`src/rtl/burst_lat_pkg.sv`:
```
package burst_lat_pkg;

    localparam int LAT_W   = 3;   // width of the latency code field
    localparam int CNT_W   = 3;   // counter width, holds up to the largest latency
    localparam int MIN_LAT = 2;   // latency selected by code zero

    typedef logic [LAT_W-1:0] code_t;
    typedef logic [CNT_W-1:0] lat_t;

    typedef enum logic [LAT_W-1:0] {
        LC_2  = 3'd0,
        LC_3  = 3'd1,
        LC_4  = 3'd2,
        LC_5  = 3'd3,
        LC_6  = 3'd4,
        LC_7  = 3'd5,
        LC_R6 = 3'd6,
        LC_R7 = 3'd7
    } lat_code_e;

    localparam lat_code_e DEF_CODE = LC_7;
    localparam lat_t      MAX_LAT  = lat_t'(7);
    localparam lat_t      ONE      = lat_t'(1);
    localparam lat_t      TWO      = lat_t'(2);

    typedef struct packed {
        logic busy;
        lat_t cnt;
        lat_t tgt;
    } ctr_state_t;

    // Map a code to its total initial access cycles; the reserved codes fold to the default.
    function automatic lat_t decode_lat(lat_code_e code);
        lat_t n;
        case (code)
            LC_R6, LC_R7: n = MAX_LAT;
            default:      n = lat_t'(code) + lat_t'(MIN_LAT);
        endcase
        return n;
    endfunction

endpackage

```
`src/rtl/lat_code_reg.sv`:
```
module lat_code_reg
    import burst_lat_pkg::*;
(
    input  logic      clk,
    input  logic      rst,
    input  logic      load,
    input  code_t     code_in,
    output lat_code_e code_q
);
    always_ff @(posedge clk) begin
        if (rst)       code_q <= DEF_CODE;
        else if (load) code_q <= lat_code_e'(code_in);
    end
endmodule

```
`src/rtl/strobe_fall_det.sv`:
```
module strobe_fall_det (
    input  logic clk,
    input  logic rst,
    input  logic strobe_n,
    output logic start
);
    logic prev_q;

    always_ff @(posedge clk) begin
        if (rst) prev_q <= 1'b1;
        else     prev_q <= strobe_n;
    end

    assign start = prev_q & ~strobe_n;
endmodule

```
`src/rtl/lat_counter.sv`:
```
module lat_counter
    import burst_lat_pkg::*;
(
    input  logic       clk,
    input  logic       rst,
    input  logic       start,
    input  logic       sync_on,
    input  lat_t       lat,
    output ctr_state_t st_q,
    output logic       rdy_q,
    output logic       data_q
);
    ctr_state_t st_d;
    logic       rdy_d;
    logic       data_d;
    logic       rdy_hit;

    always_comb begin
        if (st_q.tgt == TWO) rdy_hit = (st_q.cnt == ONE);
        else                 rdy_hit = (st_q.cnt == st_q.tgt - TWO);
    end

    always_comb begin
        st_d   = st_q;
        rdy_d  = 1'b0;
        data_d = 1'b0;
        if (start) begin
            st_d.busy = sync_on;
            st_d.cnt  = ONE;
            st_d.tgt  = lat;
        end else if (st_q.busy) begin
            st_d.cnt = st_q.cnt + ONE;
            rdy_d    = rdy_hit;
            if (st_q.cnt == st_q.tgt - ONE) begin
                st_d.busy = 1'b0;
                data_d    = 1'b1;
            end
        end
    end

    always_ff @(posedge clk) begin
        if (rst) begin
            st_q   <= '{busy: 1'b0, cnt: '0, tgt: MAX_LAT};
            rdy_q  <= 1'b0;
            data_q <= 1'b0;
        end else begin
            st_q   <= st_d;
            rdy_q  <= rdy_d;
            data_q <= data_d;
        end
    end
endmodule

```
`src/rtl/burst_lat_ctr.sv`:
```
module burst_lat_ctr
    import burst_lat_pkg::*;
(
    input  logic             clk,
    input  logic             rst,
    input  logic             adv_n,
    input  logic             sync_mode,
    input  logic             lat_load,
    input  logic [LAT_W-1:0] lat_code_in,
    output logic             rdy,
    output logic             data_en
);
    lat_code_e  code_q;
    logic       start;
    ctr_state_t st;
    logic       busy_w;
    lat_t       cnt_w;
    lat_t       tgt_w;

    lat_code_reg u_code (
        .clk     (clk),
        .rst     (rst),
        .load    (lat_load),
        .code_in (lat_code_in),
        .code_q  (code_q)
    );

    strobe_fall_det u_edge (
        .clk      (clk),
        .rst      (rst),
        .strobe_n (adv_n),
        .start    (start)
    );

    lat_counter u_ctr (
        .clk     (clk),
        .rst     (rst),
        .start   (start),
        .sync_on (sync_mode),
        .lat     (decode_lat(code_q)),
        .st_q    (st),
        .rdy_q   (rdy),
        .data_q  (data_en)
    );

    assign busy_w = st.busy;
    assign cnt_w  = st.cnt;
    assign tgt_w  = st.tgt;
endmodule

```
`config.mk`:
```
export PLATFORM = sky130hd
export DESIGN_NAME = burst_lat_ctr
export DESIGN_NICKNAME = d
export VERILOG_FILES = /design/src/rtl/burst_lat_pkg.sv /design/src/rtl/lat_code_reg.sv /design/src/rtl/strobe_fall_det.sv /design/src/rtl/lat_counter.sv /design/src/rtl/burst_lat_ctr.sv
export SDC_FILE = /design/constraint.sdc
export NUM_CORES = 1
export LEC_CHECK = 0
export ABC_CLOCK_PERIOD_IN_PS = 2000
export BUFFER_PORTS_ARGS = -buffer_cell sky130_fd_sc_hd__buf_2
export CAP_MARGIN = 10
export CORE_MARGIN = 2
export CORE_UTILIZATION = 30
export CTS_BUF_LIST = sky130_fd_sc_hd__clkbuf_16
export DETAILED_ROUTE_END_ITERATION = 7
export GPL_ROUTABILITY_DRIVEN = 0
export GPL_TIMING_DRIVEN = 0
export SETUP_SLACK_MARGIN = 0.1
export SYNTH_ARGS = -nofsm -noshare
export SYNTH_HDL_FRONTEND = slang
export SYNTH_SLANG_ARGS = --single-unit
```
`constraint.sdc`:
```
create_clock -name clk -period 2 [get_ports clk]
set_input_delay 0.1 -clock clk [delete_from_list [all_inputs] [get_ports clk]]
set_output_delay 0.1 -clock clk [all_outputs]
set_load 0.1 [all_outputs]
```
## Yosys cells after proc, flatten, opt, wreduce, memory -nomap -nowiden

Cells that the tools add are included.
Widths: inputs -> output; s select.

| word-level totals | value |
|---|---|
| logic and storage cells | 31 |
| memories | 0 |
| output and inout port bits | 2 |
| latch bits | 0 |
| RAM bits | 0 |
| ROM bits | 0 |
| bits in registers | 13 |
| bits of input ports | 8 |

| cells by class | value |
|---|---|
| add/sub/neg operators | 4 |
| shift operators | 0 |
| order comparisons | 0 |
| reductions and logical operators | 4 |
| bitwise logic cells | 3 |
| multiply operators | 0 |
| muxes and demuxes | 6 |
| equal/unequal tests | 6 |
| divide/modulo/power cells | 0 |

Operator list:

| kind | count |
|---|---|
| $mux 4 | 2 |
| $eq 3x3->1 | 2 |
| $eq 3x3->1 const B | 2 |
| $reduce_or 2->1 | 2 |
| $add 3x1->3 const B | 1 |
| $add 3x2->3 const B | 1 |
| $eq 3x1->1 const B | 1 |
| $eq 3x2->1 const B | 1 |
| $mux 1 | 3 |
| $mux 3 | 1 |
| $reduce_or 3->1 | 1 |
| $sub 3x1->3 const B | 1 |
| $sub 3x2->3 const B | 1 |
| $not 1->1 | 2 |
| $reduce_bool 2->1 | 1 |
| $and 1x1->1 | 1 |

## Logic depth before layout (Yosys ltp)

Gate-level depths: netlist of run 1.

| depth | value |
|---|---|
| word-level depth | 5 |
| depth in mapped cells | 6 |
| mapped depth without buffers | 6 |

## Cells and area by module

Synthesis of run 1 repeated with hierarchy kept, for this count alone.

| unflattened totals | value |
|---|---|
| cells, all modules | 64 |
| area total of the unflattened synthesis | 605.6 um2 |

By module, submodules not included:

| module | seq. area each (um2) | area each (um2) | cells each | instances |
|---|---|---|---|---|
| lat_counter | 180.2 | 445.4 | 49 | 1 |
| lat_code_reg | 60.1 | 103.8 | 9 | 1 |
| strobe_fall_det | 20.0 | 35.0 | 3 | 1 |
| burst_lat_ctr | 0.0 | 21.3 | 3 | 1 |

## Worst setup path before layout of run 1

Ideal clock, no wire load.

| timing | value |
|---|---|
| path type | register -> register |
| from | register u_ctr.st_q[0] (netlist bit) |
| to | register u_ctr.data_q |
| path slack | 0.776 ns |
| setup time | 0.065 ns |
| data arrival time | 1.159 ns |
| stages on the path, launching flop included | 6 |
| path through | dfxtp_1 -> inv_1 -> ha_1 -> xnor2_1 -> nor3_1 -> nor2b_1 |

| on the way | value |
|---|---|
| longest elaborated chain between the ends | 3 |

RTL lines:

| element | RTL line | source |
|---|---|---|
| start: declaration | lat_counter.sv:9 | `output ctr_state_t st_q,` |
| start signal: assignment | lat_counter.sv:43 | `st_q <= '{busy: 1'b0, cnt: '0, tgt: MAX_LAT};` |
| start signal: assignment | lat_counter.sv:47 | `st_q <= st_d;` |
| $sub 3x1->3 | lat_counter.sv:34 | `if (st_q.cnt == st_q.tgt - ONE) begin` |
| $eq 3x3->1 | lat_counter.sv:34 |  |
| $mux 1 | lat_counter.sv:34 |  |
| end signal: assignment | lat_counter.sv:49 | `data_q <= data_d;` |
| end: declaration | lat_counter.sv:11 | `output logic data_q` |

Every way passes these cells.
A chain may end at the register's enable or synchronous reset.

## Final worst setup path of run 1

Ends and elaborated chain as after synthesis.

==> results.cfg, run 1 <==
[route]
met3_length_um = 75
met2_length_um = 368
wl_per_cell_um = 9.22
drc = 0
ant_nets = 0
wirelength_um = 922
first_pass_iters = 4
vias = 440
routed_via_density = 4.40
wl_met1_um = 453
highest_layer = met4
drt_iter0_markers = 4

[power]
p_clk_frac = 0.529
seqPwrFrac = 0.397
power_density_nw_per_um2 = 962
p_int_uw = 566
combinationalPowerShare = 0.074
power.net_switching_uw = 147
vdd_ir_drop_max_uv = 632
p_leak_uw = 0.000329
p_sw_frac = 0.206
p_total_uw = 712

[layout]
syn_to_final_growth_pct = 26.8
layout.nets = 87
final_area_um2 = 741
diodes = 0
finalNonFillerCells = 100
drive_gt1_frac = 0.187

[run_status]
status = complete, no violations

[logic_synthesis]
syn_area_um2 = 584
synthSimpleGateAreaFrac = 0.212
synth_fp_nets = 73
synth_top_family_by_area = simple AND/OR/NAND/NOR gates
seq_area_frac_synth = 0.445
avgSynthCellArea_um2 = 9.42
synth_fa_ha_area_frac = 0.0642
ys_warn_count = 0
synth.distinct_cells = 23
ys_seq_elements = 13
syn-instance-count = 62
synth_xor_area_frac = 0.105
muxShareOfSynthArea = 0.0343
synth_compound_area_frac = 0.120

[placement]
port_buffers = 9
post-place-ws_ns = 0.686
post_dp_cell_area_um2 = 661
dpl.hpwl_um = 698
dpl.cell_count = 96

[clock_tree]
cts_tree = done
h-tree-depth = 1
clock-sinks = 13
cts_setup_buffers = 0
cts.repair.resized = 0
clock_path_buffers = 2
path_clk_slew_ns = 0.05
cts_hold_buf = 0
root_buffer = clkbuf_16
cts-buffers-inserted = 3
clkLatencyLatePin_ns = 0.24

[sta]
period_share = 0.663
relSlewSlack = 0.681
fmax_ghz = 0.754
setup_ws_ns = 0.674
worst_pin_slew_ns = 0.482
hold_viol = 0
finalSetupViolCount = 0
fin_skew_ns = 0.00259
min_period_ns = 1.33
finalSetupTns_ns = 0
rsz0062_at_grt = false
drv_slew = 0

[grt]
antenna_found_initial = 0
grtUsageTotal = 0.102
grt_pass1_wl_mm = 1.45
grt_max_degree = 11
globalRoute.totalOverflow = 0
grt_pass1_vias = 333

[floorplanning]
initial_core_util = 0.328
design.core.area_um2 = 1780
die-area_um2 = 2320
pin_count = 10
chipWidth_um = 48.1
rows = 15
die_h_um = 48.1

[worst_setup_path]
crit_type = reg -> reg
crit_path_start_kind = register
end_kind = register
crit_path_max_fanout = 4
critPathRequiredTime_ns = 2.18
reg2reg_slack_ns = 0.67
cp.arrival_ns = 1.51

[hold_path]
hp-class = in -> reg

[run]
cap_violations = 0
==> state kept, by name (all words and copies together) (netlist names) <==
signal	flops
u_ctr.data_q	1
u_ctr.rdy_q	1
u_edge.prev_q	1
u_ctr.st_q	7
u_code.code_q	3
==> final cells by class <==
cell class,count,area [um2]
Fill cell,185,1040
Sequential cell,13,260
Buffer,1,3.75
Inverter,2,7.51
Clock inverter,1,5.00
Multi-Input combinational cell,46,313
Clock buffer,3,75.1
Tap cell,25,31.3
Timing Repair Buffer,9,45.0
==> layer usage <==
metal,vias to the layer above,GRT usage
met5,-,0
met3,2,0.0667
li1,237,-
met2,14,0.136
met4,0,0.0811
met1,187,0.113
==> path summary, 6_finish.rpt <==
path	from	end	cells after the start
setup reg to reg	u_ctr.st_q[0]$_SDFFE_PP1P_	u_ctr.data_q$_SDFF_PP0_	5
hold / removal	lat_code_in[0]	u_code.code_q[0]$_SDFFE_PP1P_	2
setup / recovery	u_ctr.st_q[0]$_SDFFE_PP1P_	u_ctr.data_q$_SDFF_PP0_	5
hold reg to reg	u_ctr.st_q[2]$_SDFFE_PP1P_	u_ctr.st_q[2]$_SDFFE_PP1P_	2
==> worst max-delay path: stages (launching register included) <==
cell     delay, ns
dfxtp_1       0.38
inv_1         0.08
ha_1          0.31
xnor2_1       0.13
nor3_1        0.22
nor2b_1       0.15
==> cell families (layout without fill, tap and decap cells) <==
| logic type | after synthesis | count (layout) |
|---|---|---|
| compound gates | 10 | 10 |
| mux | 2 | 2 |
| flops | 13 | 13 |
| simple gates | 24 | 24 |
| buf+inv | 3 | 16 |
| fa+ha+maj | 3 | 3 |
| xor+xnor | 7 | 7 |
==> synth_stat cells (all sizes together) <==
master,number,area share
dfxtp,13,0.45
nand2,5,0.032
nor2,5,0.032
nor2b,4,0.043
nor3,4,0.034
xnor2,4,0.060
a211o,3,0.045
ha,3,0.064
xor2,3,0.045
a21oi,2,0.017
inv,2,0.013
mux2i,2,0.034
nand3b,2,0.026
o21ai,2,0.017
a21o,1,0.013
a221oi,1,0.015
and2b,1,0.013
clkbuf,1,0.0064
nand2b,1,0.011
nor4,1,0.011
o21bai,1,0.013
or2,1,0.011
==> placed cells by master (no fill, tap or decap), drive strengths merged <==
master	count
a211o	3
a21o	1
a21oi	2
a221oi	1
and2b	1
buf	9
clkbuf	4
clkinv	1
dfxtp	13
ha	3
inv	2
mux2i	2
nand2	5
nand2b	1
nand3b	2
nor2	5
nor2b	4
nor3	4
nor4	1
o21ai	2
o21bai	1
or2	1
xnor2	4
xor2	3
==> through the flow <==
step / hold slack, ns / utilization
2_1_floorplan: 0.204 / -
3_3_place_gp: 0.301 / 0.371
3_5_place_dp: 0.316 / 0.371
4_1_cts: 0.0610 / 0.415
5_1_grt: 0.0753 / 0.415
6_report: 0.0612 / 0.415
==> power groups by stage <==
stage / registers, uW / clock network [uW] / logic (uW)
after CTS: 283 / 388 / 53.6
after floorplan: 286 / 0 / 38.7
final: 283 / 377 / 52.4
after detailed placement: 288 / 0 / 53.4
after global placement: 288 / 0 / 51.7
after global routing: 285 / 393 / 59.9
Power figures use the tool's default switching activity.
==> run 2, diff against run 1 <==
Settings changed: ABC_AREA from default to 1, ABC_CLOCK_PERIOD_IN_PS 2000 to 1200.
Clock period 2 ns to 1.2 ns, I/O delays scaled along.
==> results.cfg, run 2 <==
[run_status]
status = complete, no violations

[route]
first_pass_iters = 4
wirelength_mm = 1.20
drc = 0
ant_nets = 0
highest_layer = met3
met3_length_um = 60
vias = 576
drt_iter0_markers = 5
routed_via_density = 4.27
wl_met1_um = 604
wl_per_cell_um = 8.88
met2_length_um = 534

[layout]
final_cell_mix = nand2_1, dfxtp_1, buf_2
diodes = 0
top_register = u_ctr.st_q
multiInputGateArea_um2 = 343
top_regs = u_ctr.st_q: 7 flops, u_code.code_q: 3 flops
final_common_cell = nand2_1
syn_to_final_growth_pct = 34.8
drive_gt1_frac = 0.333
largest_register_ffs = 7
layout.nets = 120
register_area_um2 = 265
fillers = 204

[sta]
hold_viol = 0
worst_pin_slew_ns = 0.484
fmax_ghz = 0.913
rsz0062_at_grt = true
finalSetupViolCount = 0
min_period_ns = 1.10
relSlewSlack = 0.680
fin_skew_ns = 0.00303
drv_slew = 0
period_share = 0.913
finalSetupTns_ns = 0

[power]
vdd_ir_drop_max_uv = 890
p_total_uw = 1180
p_clk_frac = 0.519
p_sw_frac = 0.209
p_int_uw = 930
power.net_switching_uw = 246
combinationalPowerShare = 0.083
p_leak_uw = 0.000402
power_density_nw_per_um2 = 1370
seqPwrFrac = 0.397

[grt]
grtUsageTotal = 0.108
grt_max_degree = 8
antenna_found_initial = 0
grt_pass1_wl_mm = 2.03
globalRoute.totalOverflow = 0
grt_pass1_vias = 501

[worst_setup_path]
crit_path_max_fanout = 4
crit_path_start_kind = register
critPathRequiredTime_ns = 1.34
end_kind = register
cp.arrival_ns = 1.23
r2r-start = u_ctr.st_q[0]$_SDFFE_PP1P_
reg2reg_slack_ns = 0.10
crit_type = reg -> reg
ff2ff_path_depth = 7
rr_endpoint = u_ctr.st_q[6]$_SDFF_PP0_

[logic_synthesis]
synth_flop_cell = dfxtp_1
synth_top_family_by_area = simple AND/OR/NAND/NOR gates
synth.distinct_cells = 16
synth_most_common_cell = nand2_1
synthSimpleGateAreaFrac = 0.344
syn_area_um2 = 636
yosys-top-cells-count = nand2_1, dfxtp_1, nor2_1
synth.area.top_cells = dfxtp_1, nand2_1, ha_1, nand3_1, nor2_1
seq_area_frac_synth = 0.409
synth_top_area_share = 0.409
synth_xor_area_frac = 0.0138
yosys.area.top_type = dfxtp_1
syn-instance-count = 91
synth_fa_ha_area_frac = 0.0591
async_flop_share = 0
ys_seq_elements = 13
muxShareOfSynthArea = 0
avgSynthCellArea_um2 = 6.98
synth_fp_nets = 102
synth_edf_count = 0
synth_compound_area_frac = 0.0906
ys_warn_count = 0

[floorplanning]
pin_count = 10
die-area_um2 = 2500
rows = 16
initial_core_util = 0.321
die_h_um = 50.0
chipWidth_um = 50.0
design.core.area_um2 = 1980

[hold_path]
hp-class = in -> reg
min_to = u_edge.prev_q$_SDFF_PP1_
hold_depth = 3
min_from = adv_n

[clock_tree]
cts_hold_buf = 0
path_clk_slew_ns = 0.04
clock-sinks = 13
cts_tree = done
clock_path_buffers = 2
clkLatencyLatePin_ns = 0.24
h-tree-depth = 1
cts-buffers-inserted = 3
root_buffer = clkbuf_16

[run]
cap_violations = 0

[placement]
dpl.hpwl_um = 894
port_buffers = 9
-- run 2: changes by cell type after synthesis, moves of 4 or more --
cell / before / now
inv_2: 0 / 7
inv_1: 2 / 7
nand2_2: 0 / 4
nor2b_1: 4 / 0
nand3_1: 0 / 7
nand2_1: 5 / 28
-- run 2: per-stage QoR --
| stage | setup slack (ns) | instance area, um2 | hold WS, ns | instances | utilization |
|---|---|---|---|---|---|
| 6_report | 0.104 | 857 | 0.0161 | 135 | 0.432 |
| 5_1_grt | 0.0220 | 857 | 0.0330 | 135 | 0.432 |
| 4_1_cts | 0.0915 | 821 | 0.0148 | 132 | 0.414 |
| 3_5_place_dp | 0.0707 | 728 | 0.261 | 127 | 0.367 |
| 3_3_place_gp | 0.0857 | 728 | 0.256 | 127 | 0.367 |
| 2_1_floorplan | 0.135 | 649 | 0.155 | 91 | - |
-- run 2: cell type report --
| class | instances | share of cell area |
|---|---|---|
| clock buffers | 3 | 0.0876 |
| clock inverters | 1 | 0.00438 |
| inverters | 14 | 0.0672 |
| multi-input cells | 64 | 0.400 |
| flip-flops and latches | 13 | 0.309 |
| well taps | 27 | 0.0394 |
| repair buffers | 13 | 0.0920 |
-- run 2: how the worst max path moves through the flow --
stage	start	endpoint	slack, ns
global route	u_ctr.st_q[1]$_SDFFE_PP1P_	u_ctr.st_q[6]$_SDFF_PP0_	0.02
finish	u_ctr.st_q[0]$_SDFFE_PP1P_	u_ctr.st_q[6]$_SDFF_PP0_	0.10
CTS	u_ctr.st_q[0]$_SDFFE_PP1P_	u_ctr.st_q[6]$_SDFF_PP0_	0.09
global placement	u_ctr.st_q[0]$_SDFFE_PP1P_	u_ctr.st_q[6]$_SDFF_PP0_	0.09
detailed placement	u_ctr.st_q[0]$_SDFFE_PP1P_	u_ctr.st_q[6]$_SDFF_PP0_	0.07
floorplan	u_ctr.st_q[0]$_SDFFE_PP1P_	u_ctr.st_q[6]$_SDFF_PP0_	0.14
-- run 2: cells by family after synthesis --
logic type	count (synthesis)
buffers and inverters	14
AO/OA/AOI/OAI	10
AND/OR/NAND/NOR	50
adder cells (fa/ha/maj)	3
XOR/XNOR	1
flip-flops	13
-- run 2: what timing repair did --
action / CTS / global route
gates resized for setup: 3 / 6
pin swaps: 1 / 4
endpoints found under the setup margin: 1 / 3
buffers inserted: 1 / 3
-- run 2: critical path, stage by stage (launching register included) --
cell     delay (ns)
dfxtp_2        0.34
inv_4          0.05
ha_4           0.23
xnor2_1        0.12
nor2_1         0.08
nand2_1        0.07
nand2_1        0.06
nand2_1        0.04
-- run 2: power by group through the flow --
stage          Clock [uW]  Sequential, uW  Combinational (uW)
3_5_place_dp            0             476                92.6
6_report              611             467                98.1
4_1_cts               623             469                94.9
3_3_place_gp            0             476                90.7
5_1_grt               640             469                 113
2_1_floorplan           0             473                67.7
-- run 2: layer usage --
| layer | vias to the layer above | GRT usage |
|---|---|---|
| li1 | 321 | - |
| met4 | 0 | 0.0278 |
| met2 | 11 | 0.167 |
| met3 | 0 | 0.0545 |
| met5 | - | 0 |
| met1 | 244 | 0.130 |
